[src/rtl/bprog_pkg.sv]
package bprog_pkg;

    typedef enum logic [1:0] {
        RES_OK        = 2'd0,
        RES_TIMEOUT   = 2'd1,
        RES_NOT_READY = 2'd2,
        RES_LOCKED    = 2'd3
    } bp_result_e;

    typedef enum logic [4:0] {
        S_IDLE, S_QRY, S_PRE_RD, S_PRE_EV, S_SETUP, S_BR_RD, S_BR_EV,
        S_NR_EXIT, S_COUNT, S_DATA, S_CONFIRM, S_WAIT, S_CP_RD, S_CP_EV,
        S_CLR, S_RSTAT, S_DONE
    } bp_state_e;

    localparam logic [7:0] OP_READ_STATUS = 8'h70;
    localparam logic [7:0] OP_BUF_SETUP   = 8'hE8;
    localparam logic [7:0] OP_CONFIRM     = 8'hD0;
    localparam logic [7:0] OP_CLEAR       = 8'h50;

    localparam int ST_READY_BIT = 7;
    localparam int ST_LOCK_BIT  = 1;

    // saturating count of not-ready completion polls (0, 1, 2+)
    function automatic logic [1:0] sat_inc(input logic [1:0] v);
        return (v == 2'd3) ? v : v + 2'd1;
    endfunction

    function automatic logic powered(input bp_state_e s);
        case (s)
            S_SETUP, S_BR_RD, S_BR_EV, S_COUNT, S_DATA, S_CONFIRM,
            S_WAIT, S_CP_RD, S_CP_EV: return 1'b1;
            default:                  return 1'b0;
        endcase
    endfunction

endpackage

[src/rtl/bprog_timer.sv]
module bprog_timer #(
    parameter int TW = 8
) (
    input  logic          clk,
    input  logic          rst,
    input  logic          load,
    input  logic [TW-1:0] load_val,
    output logic          expired
);
    logic [TW-1:0] cnt;

    always_ff @(posedge clk) begin
        if (rst)               cnt <= '0;
        else if (load)         cnt <= load_val;
        else if (cnt != '0)    cnt <= cnt - 1'b1;
    end

    assign expired = (cnt == '0);
endmodule

[src/rtl/bprog_waittune.sv]
module bprog_waittune #(
    parameter int WAIT_W    = 8,
    parameter int WAIT_INIT = 4
) (
    input  logic              clk,
    input  logic              rst,
    input  logic              upd,
    input  logic [1:0]        busy_polls,
    output logic [WAIT_W-1:0] wait_val
);
    localparam logic [WAIT_W-1:0] W_MAX  = '1;
    localparam logic [WAIT_W-1:0] W_INIT = WAIT_W'(WAIT_INIT);

    always_ff @(posedge clk) begin
        if (rst) begin
            wait_val <= W_INIT;
        end else if (upd) begin
            if (busy_polls == 2'd0 && wait_val > WAIT_W'(1))
                wait_val <= wait_val - 1'b1;
            else if (busy_polls >= 2'd2 && wait_val != W_MAX)
                wait_val <= wait_val + 1'b1;
        end
    end
endmodule

[src/rtl/bprog_seq.sv]
module bprog_seq
    import bprog_pkg::*;
#(
    parameter int AW        = 16,
    parameter int DW        = 16,
    parameter int BUF_LOG2  = 4,
    parameter int BUF_POLLS = 20,
    parameter int READY_TO  = 64,
    parameter int WAIT_W    = 8,
    parameter int WAIT_INIT = 4
) (
    input  logic              clk,
    input  logic              rst,
    input  logic              start,
    input  logic [AW-1:0]     tgt_addr,
    input  logic [BUF_LOG2:0] word_cnt,
    input  logic              in_query,
    input  logic [DW-1:0]     dat_word,
    output logic              dat_take,
    output logic [AW-1:0]     fl_addr,
    output logic [DW-1:0]     fl_wdata,
    output logic              fl_we,
    output logic              fl_re,
    input  logic [DW-1:0]     fl_rdata,
    output logic              vpp_en,
    output logic              busy,
    output logic              done,
    output logic [1:0]        result
);
    localparam int CW     = BUF_LOG2 + 1;
    localparam int PW     = $clog2(BUF_POLLS + 1);
    localparam int TO_W   = $clog2(READY_TO + 1);
    localparam int TW     = (TO_W > WAIT_W) ? TO_W : WAIT_W;
    localparam logic [AW-1:0] LOW_MASK = AW'((1 << BUF_LOG2) - 1);
    localparam logic [TW-1:0] T_READY  = TW'(READY_TO);
    localparam logic [TW-1:0] T_DONE   = TW'(READY_TO / 2);

    bp_state_e   st, nxt;
    bp_result_e  res_q, res_n;
    logic [AW-1:0] tgt_q, cmd_q;
    logic [CW-1:0] cnt_q, idx_q;
    logic [PW-1:0] bpolls_q;
    logic [1:0]    extra_q;

    logic          tmr_load, tmr_exp, upd;
    logic [TW-1:0] tmr_val;
    logic [WAIT_W-1:0] wait_val;
    logic          st_rdy, st_lock;
    logic          unused_rd;

    assign st_rdy    = fl_rdata[ST_READY_BIT];
    assign st_lock   = fl_rdata[ST_LOCK_BIT];
    assign unused_rd = ^{fl_rdata[DW-1:8], fl_rdata[6:2], fl_rdata[0]};

    bprog_timer #(.TW(TW)) u_tmr (
        .clk(clk), .rst(rst), .load(tmr_load), .load_val(tmr_val), .expired(tmr_exp)
    );

    bprog_waittune #(.WAIT_W(WAIT_W), .WAIT_INIT(WAIT_INIT)) u_tune (
        .clk(clk), .rst(rst), .upd(upd), .busy_polls(extra_q), .wait_val(wait_val)
    );

    function automatic logic [DW-1:0] op(input logic [7:0] c);
        return {{(DW-8){1'b0}}, c};
    endfunction

    always_comb begin
        nxt      = st;
        res_n    = res_q;
        tmr_load = 1'b0;
        tmr_val  = '0;
        upd      = 1'b0;
        fl_we    = 1'b0;
        fl_re    = 1'b0;
        fl_addr  = cmd_q;
        fl_wdata = '0;
        dat_take = 1'b0;
        case (st)
            S_IDLE: if (start) begin
                nxt      = in_query ? S_QRY : S_PRE_RD;
                tmr_load = 1'b1;
                tmr_val  = T_READY;
            end
            S_QRY: begin
                fl_we = 1'b1; fl_wdata = op(OP_READ_STATUS); nxt = S_PRE_RD;
            end
            S_PRE_RD: begin fl_re = 1'b1; nxt = S_PRE_EV; end
            S_PRE_EV: begin
                if (st_rdy)        nxt = S_SETUP;
                else if (tmr_exp) begin nxt = S_DONE; res_n = RES_TIMEOUT; end
                else               nxt = S_PRE_RD;
            end
            S_SETUP: begin
                fl_we = 1'b1; fl_wdata = op(OP_BUF_SETUP); nxt = S_BR_RD;
            end
            S_BR_RD: begin fl_re = 1'b1; nxt = S_BR_EV; end
            S_BR_EV: begin
                if (st_rdy)                          nxt = S_COUNT;
                else if (bpolls_q == PW'(BUF_POLLS)) nxt = S_NR_EXIT;
                else                                 nxt = S_BR_RD;
            end
            S_NR_EXIT: begin
                fl_we = 1'b1; fl_wdata = op(OP_READ_STATUS);
                nxt = S_DONE; res_n = RES_NOT_READY;
            end
            S_COUNT: begin
                fl_we = 1'b1;
                fl_wdata = {{(DW-CW){1'b0}}, cnt_q - 1'b1};
                nxt = S_DATA;
            end
            S_DATA: begin
                fl_we    = 1'b1;
                dat_take = 1'b1;
                fl_addr  = tgt_q + {{(AW-CW){1'b0}}, idx_q};
                fl_wdata = dat_word;
                if (idx_q == cnt_q - 1'b1) nxt = S_CONFIRM;
            end
            S_CONFIRM: begin
                fl_we = 1'b1; fl_wdata = op(OP_CONFIRM);
                tmr_load = 1'b1;
                tmr_val  = {{(TW-WAIT_W){1'b0}}, wait_val} - 1'b1;
                nxt = S_WAIT;
            end
            S_WAIT: if (tmr_exp) begin
                tmr_load = 1'b1; tmr_val = T_DONE; nxt = S_CP_RD;
            end
            S_CP_RD: begin fl_re = 1'b1; nxt = S_CP_EV; end
            S_CP_EV: begin
                if (st_rdy) begin
                    upd = 1'b1;
                    if (st_lock) nxt = S_CLR;
                    else begin nxt = S_DONE; res_n = RES_OK; end
                end else if (tmr_exp) begin
                    nxt = S_DONE; res_n = RES_TIMEOUT;
                end else nxt = S_CP_RD;
            end
            S_CLR: begin
                fl_we = 1'b1; fl_wdata = op(OP_CLEAR); nxt = S_RSTAT;
            end
            S_RSTAT: begin
                fl_we = 1'b1; fl_wdata = op(OP_READ_STATUS);
                nxt = S_DONE; res_n = RES_LOCKED;
            end
            S_DONE:  nxt = S_IDLE;
            default: nxt = S_IDLE;
        endcase
    end

    always_ff @(posedge clk) begin
        if (rst) begin
            st       <= S_IDLE;
            res_q    <= RES_OK;
            tgt_q    <= '0;
            cmd_q    <= '0;
            cnt_q    <= '0;
            idx_q    <= '0;
            bpolls_q <= '0;
            extra_q  <= '0;
        end else begin
            st    <= nxt;
            res_q <= res_n;
            case (st)
                S_IDLE: if (start) begin
                    tgt_q <= tgt_addr;
                    cmd_q <= tgt_addr & ~LOW_MASK;
                    cnt_q <= word_cnt;
                end
                S_SETUP:   bpolls_q <= '0;
                S_BR_RD:   bpolls_q <= bpolls_q + 1'b1;
                S_COUNT:   idx_q <= '0;
                S_DATA:    idx_q <= idx_q + 1'b1;
                S_WAIT:    extra_q <= '0;
                S_CP_EV:   if (!st_rdy) extra_q <= sat_inc(extra_q);
                default: ;
            endcase
        end
    end

    assign vpp_en = powered(st);
    assign busy   = (st != S_IDLE);
    assign done   = (st == S_DONE);
    assign result = res_q;
endmodule

[config.mk]
export PLATFORM = sky130hd
export DESIGN_NAME = bprog_seq
export DESIGN_NICKNAME = d
export VERILOG_FILES = /design/src/rtl/bprog_pkg.sv /design/src/rtl/bprog_timer.sv /design/src/rtl/bprog_waittune.sv /design/src/rtl/bprog_seq.sv
export SDC_FILE = /design/constraint.sdc
export NUM_CORES = 1
export LEC_CHECK = 0
export ABC_AREA = 1
export ABC_CLOCK_PERIOD_IN_PS = 6100
export BUFFER_PORTS_ARGS = -buffer_cell sky130_fd_sc_hd__buf_2
export CORE_MARGIN = 10
export CORE_UTILIZATION = 58
export CTS_CLUSTER_DIAMETER = 80
export DETAILED_ROUTE_END_ITERATION = 8
export GPL_ROUTABILITY_DRIVEN = 0
export GPL_TIMING_DRIVEN = 0
export PLACE_DENSITY = 0.91
export SETUP_SLACK_MARGIN = 0.3
export SLEW_MARGIN = 5
export SYNTH_ARGS = -nofsm -noshare
export SYNTH_HDL_FRONTEND = slang
export SYNTH_SLANG_ARGS = --single-unit
[constraint.sdc]
create_clock -name clk -period 6.1 [get_ports clk]
set_clock_uncertainty 0.1 [all_clocks]
set_input_delay 0.915 -clock clk [delete_from_list [all_inputs] [get_ports clk]]
set_output_delay 0.915 -clock clk [all_outputs]
set_load 0.02 [all_outputs]
[Yosys cells after proc, flatten, opt, wreduce, memory -nomap -nowiden]
Memories as Yosys holds them, arrays and structs flattened. A register that Yosys moved wholly into a read port is not among the register bits.
Index checks and enable logic that the tools add are counted.
Widths: inputs -> output; s select.
Cells by class
  add/sub/neg operators: 8
  magnitude comparators: 2
  equal/unequal tests: 27
  muxes and demuxes: 42
  reduce and logical (&&, ||, !) cells: 22
Operator list (count)
  $pmux 16 s6: 1
  $pmux 5 s15: 1
  $eq 5x4->1 const B: 8
  $mux 5: 8
  $mux 8: 4
  $pmux 8 s3: 1
  $eq 5x3->1 const B: 4
  $pmux 5 s2: 2
  $add 16x5->16: 1
  $mux 16: 1
  $mux 2: 8
  $sub 8x1->8 const B: 2
  $mux 4: 3
  $ne 2x2->1 const B: 6
  $add 5x1->5 const B: 2
  $eq 5x2->1 const B: 2
  $eq 5x5->1 const B: 2
  $reduce_bool 2->1: 5
  $reduce_and 3->1: 3
  $add 8x1->8 const B: 1
  $gt 8x1->1 const B: 1
  $logic_not 8->1: 1
  $mux 1: 8
  $ne 8x8->1 const B: 1
  other kinds (22): 25
Storage, ports and cells
  register bits after elaboration: 68
  bits in read-only memories: 16
  bits of input ports: 57
  output and inout bits: 40
  logic and storage cells: 112
  memories: 1
Memories
  (name not given): depth 16, bits a word 1, read ports 1, clocked after Yosys merged registers in 1, wr ports 0, line bprog_pkg.sv:30  | case (s)

[Logic depth before layout (Yosys ltp)]
  depth in word-level cells: 6
  mapped depth: 15
  gate-level depth less buffers: 15

[Cells and area by module]
From an unflattened synthesis, not the netlist that was laid out.
Unflattened totals
  cells, all modules: 670
  area total of the unflattened synthesis: 4184.0 um^2
By module, submodules not included
  bprog_seq: instances 1, cells an instance 474, area each 2924.1 um^2, sequential area each 820.8 um^2
  bprog_waittune: instances 1, cells an instance 126, area each 787.0 um^2, sequential area each 160.2 um^2
  bprog_timer: instances 1, cells an instance 70, area each 473.0 um^2, sequential area each 160.2 um^2

[Worst setup path before layout]
Ideal clock, no wire load.
  kind: reg-to-output
  start point: register idx_q[0]
  end point: output fl_addr[14]
  data arrival time: 1.863 ns
  data required time: 5.085 ns
  path slack: 3.222 ns
  cell stages (with the launch flop): 12
  path buffers: 0
  cells stage by stage: dfxtp_1 ha_1 fa_1 nand3_1 nand3_1 nand2_1 nand2_1 nand3_4 nor2_4 nand4_2 nor3_2 xor2_1
On the way
  cells in the longest elaborated chain, start to end: 2
RTL lines
  start: declaration: line bprog_seq.sv:41  | logic [CW-1:0] cnt_q, idx_q;
  start signal: assignment: line bprog_seq.sv:171  | S_DATA: idx_q <= idx_q + 1'b1;
  $add 16x5->16: line bprog_seq.sv:114  | fl_addr = tgt_q + {{(AW-CW){1'b0}}, idx_q};
  $mux 16: line bprog_seq.sv:78  | case (st)
  end: declaration: line bprog_seq.sv:20  | output logic [AW-1:0] fl_addr,
No other way between the ends.

[Worst setup path in the final report]
Ends and elaborated chain as after synthesis.

==> reports/results.ini <==
[status]
status = completed

[logic_synthesis]
synth_warnings = 0
syn_area_um2 = 3847
synth_flop_cell = dfxtp_1
ys_ff_latch = 57
syn_nets = 662
synth-simple-area-share = 0.3190
synth_compound_gate_area_share = 0.1665
synthCells = 588
synth_xor_area_frac = 0.05463
synth_top_family_by_area = simple AND/OR/NAND/NOR gates
yosysSeqAreaShare = 0.2966
synth_edf_count = 0
synthArstFlopShare = 0
synth_adder_area_share = 0.05724
ys_types = 45
synth_area_per_cell_um2 = 6.543
synthMuxAreaShare = 0

[drt]
drtPass1Iterations = 5
via_per_inst = 5.615
wl_um = 11160
vias = 4273
ant_nets = 0
wl_per_cell_um = 14.66
drt_iter0_markers = 311
drc = 0

[layout]
drive_gt1_frac = 0.1959
layout.filler_cells = 515
diodes = 0
fin_cells = 761
area_delta_synth_final_pct = 18.11
finalNetCount = 754
design_area_um2 = 4544

[clock_tree]
h-tree-depth = 3
tritoncts = done
cts_sinks = 57
cts.clk_slew.worst_paths_ns = 0.06
postCtsResizedCells = 0
numCtsBuffers = 9
ctsHoldBuffers = 0
cts_setup_buffers = 0
clock_path_buffers = 2
insertion_delay_ns = 0.35
cts_root_buf = clkbuf_8

[sta]
fin_ws_ns = 2.665
clock.fmax_mhz = 291.1
fin_crit_sh = 0.5631
setup_viol = 0
worstMarginPinSlew_ns = 0.6695
whs_ns = 0.3894
grt_setup_unrepaired = no
fin_crit_ns = 3.435
hold_viol = 0
drv_slew = 0
fin_tns_setup_ns = 0
slew_headroom = 0.5537

[worst_setup_path]
end_kind = primary output
cp.required_ns = 5.08
cp.arrival_ns = 2.42
cp_max_fo = 5
crit_type = flip-flop to primary output
critPathLaunchType = flip-flop

[placed_design]
pre_cts_slack_ns = 3.048
placed_area_um2 = 4349
dp_cells = 746
port_buffers = 81
dp_hpwl_um = 8575

[global_routing]
grt-ovfl-total = 0
use_met1 = 0.2383
first_global_vias = 4114
grt_busiest_layer = met2
grt_util_met2 = 0.3613
grt_max_degree = 11
grt_pass1_wl_um = 18210
grt_usage = 0.2117
antenna_found_initial = 0
grtUsageMet3 = 0.05786

[die]
ios = 97
num_rows = 29
die_area_um2 = 10290
die_w_um = 101.4
die_height_um = 101.4
core_um2 = 6386
start_util = 0.6025

[power]
clkPwrFrac = 0.287
p_int_uw = 785.0
ir_drop_uv = 191.0
p_seq_frac = 0.366
p_leak_nw = 2.288
switchingPower_uw = 475.5
powerDensity_nw_per_um2 = 277.4
power_switching_share = 0.3773
p_comb_frac = 0.347

[hold_path]
hold_class = flip-flop to flip-flop

[job]
maxCapViolations = 0

[critical path: stages (launching register included)]
cell and delay [ns]:
dfxtp_1 0.41, ha_1 0.21, fa_1 0.22, nand3_1 0.09, nand3_1 0.11, nand2_1 0.08, nand2_1 0.10, nand3_4 0.09
nor2_4 0.13, nand4_2 0.13, nor3_2 0.15, xor2_1 0.16, buf_2 0.18
[final timing paths]
| path | from | slack, ns | cells after the start | end |
|---|---|---|---|---|
| worst min register to register | bpolls_q[4] | 0.39 | 2 | bpolls_q[4] |
| worst max-delay path | idx_q[0] | 2.67 | 12 | fl_addr[14] |
| worst min-delay path | bpolls_q[4] | 0.39 | 2 | bpolls_q[4] |
| worst max register to register | u_tmr.cnt[0] | 3.95 | 13 | u_tmr.cnt[3] |
[sequential cells by signal (all words and copies together) (netlist names), named ones only]
signal,cells
bpolls_q,5
st,5
result,2
idx_q,5
u_tune.wait_val,8
tgt_q,16
cnt_q,5
extra_q,2
u_tmr.cnt,8
[logic make-up after synthesis]
kind of cell / after synthesis
AOI/OAI and AO/OA: 112
xor gates and xnor gates: 24
adders and majority gates: 17
buffers and inverters: 105
DFF: 57
and+or+nand+nor: 273
[area by class of cell]
| type | count | area, µm² | share of cell area |
|---|---|---|---|
| Multi-Input combinational cell | 426 | 2298 | 0.5058 |
| Sequential cell | 57 | 1141 | 0.2511 |
| Timing Repair Buffer | 81 | 405.4 | 0.08921 |
| Inverter | 93 | 356.6 | 0.07847 |
| Clock buffer | 12 | 155.1 | 0.03414 |
| Tap cell | 77 | 96.34 | 0.02120 |
| Buffer | 12 | 51.30 | 0.01129 |
| Clock inverter | 3 | 40.04 | 0.008811 |
[synthesized netlist by cell type (3+ instances only)]
library cell	instances	share of area
nand2_1	104	0.10
nor2_1	94	0.092
inv_1	84	0.082
dfxtp_1	57	0.30
o21ai_0	44	0.057
a21oi_1	42	0.055
nand3_1	35	0.046
xor2_1	18	0.041
ha_1	16	0.052
nand4_1	9	0.015
clkbuf_1	7	0.0068
inv_2	6	0.0059
xnor2_1	6	0.014
buf_2	5	0.0065
nand2_2	5	0.0081
nor2_4	5	0.015
nor3_1	5	0.0065
a211oi_1	4	0.0078
nor2_2	3	0.0049
o211ai_1	3	0.0059
o21ai_1	3	0.0039
o22ai_1	3	0.0049
[metal layers]
| layer | part of all wire | wire (µm) |
|---|---|---|
| met3 | 0.10 | 1164 |
| met2 | 0.47 | 5298 |
| met1 | 0.40 | 4438 |
| met4 | 0.023 | 255 |
| met5 | 0 | 0 |
[per-stage QoR]
step,utilization,power [mW]
2_1_floorplan,-,0.7869
3_3_place_gp,0.6810,0.8761
3_5_place_dp,0.6810,0.8969
4_1_cts,0.7116,1.254
5_1_grt,0.7116,1.332
6_report,0.7116,1.261
[power by group through the flow]
stage / Combinational [mW] / Clock (mW) / Sequential, mW
floorplan: 0.327 / 0 / 0.459
global placement: 0.411 / 0 / 0.465
detailed placement: 0.428 / 0 / 0.469
CTS: 0.433 / 0.360 / 0.461
global route: 0.489 / 0.374 / 0.468
finish: 0.437 / 0.362 / 0.462
[placed cells by master (no fill, tap or decap), types with 8 or more instances in the layout]
| cell | count |
|---|---|
| inv_1 | 84 |
| nand3_1 | 35 |
| xor2_1 | 18 |
| dfxtp_1 | 57 |
| nand4_1 | 9 |
| nand2_1 | 104 |
| clkbuf_1 | 8 |
| a21oi_1 | 42 |
| clkbuf_8 | 11 |
| buf_2 | 86 |
| nor2_1 | 94 |
| ha_1 | 16 |
| o21ai_0 | 44 |
Power figures use the tool's default switching activity.
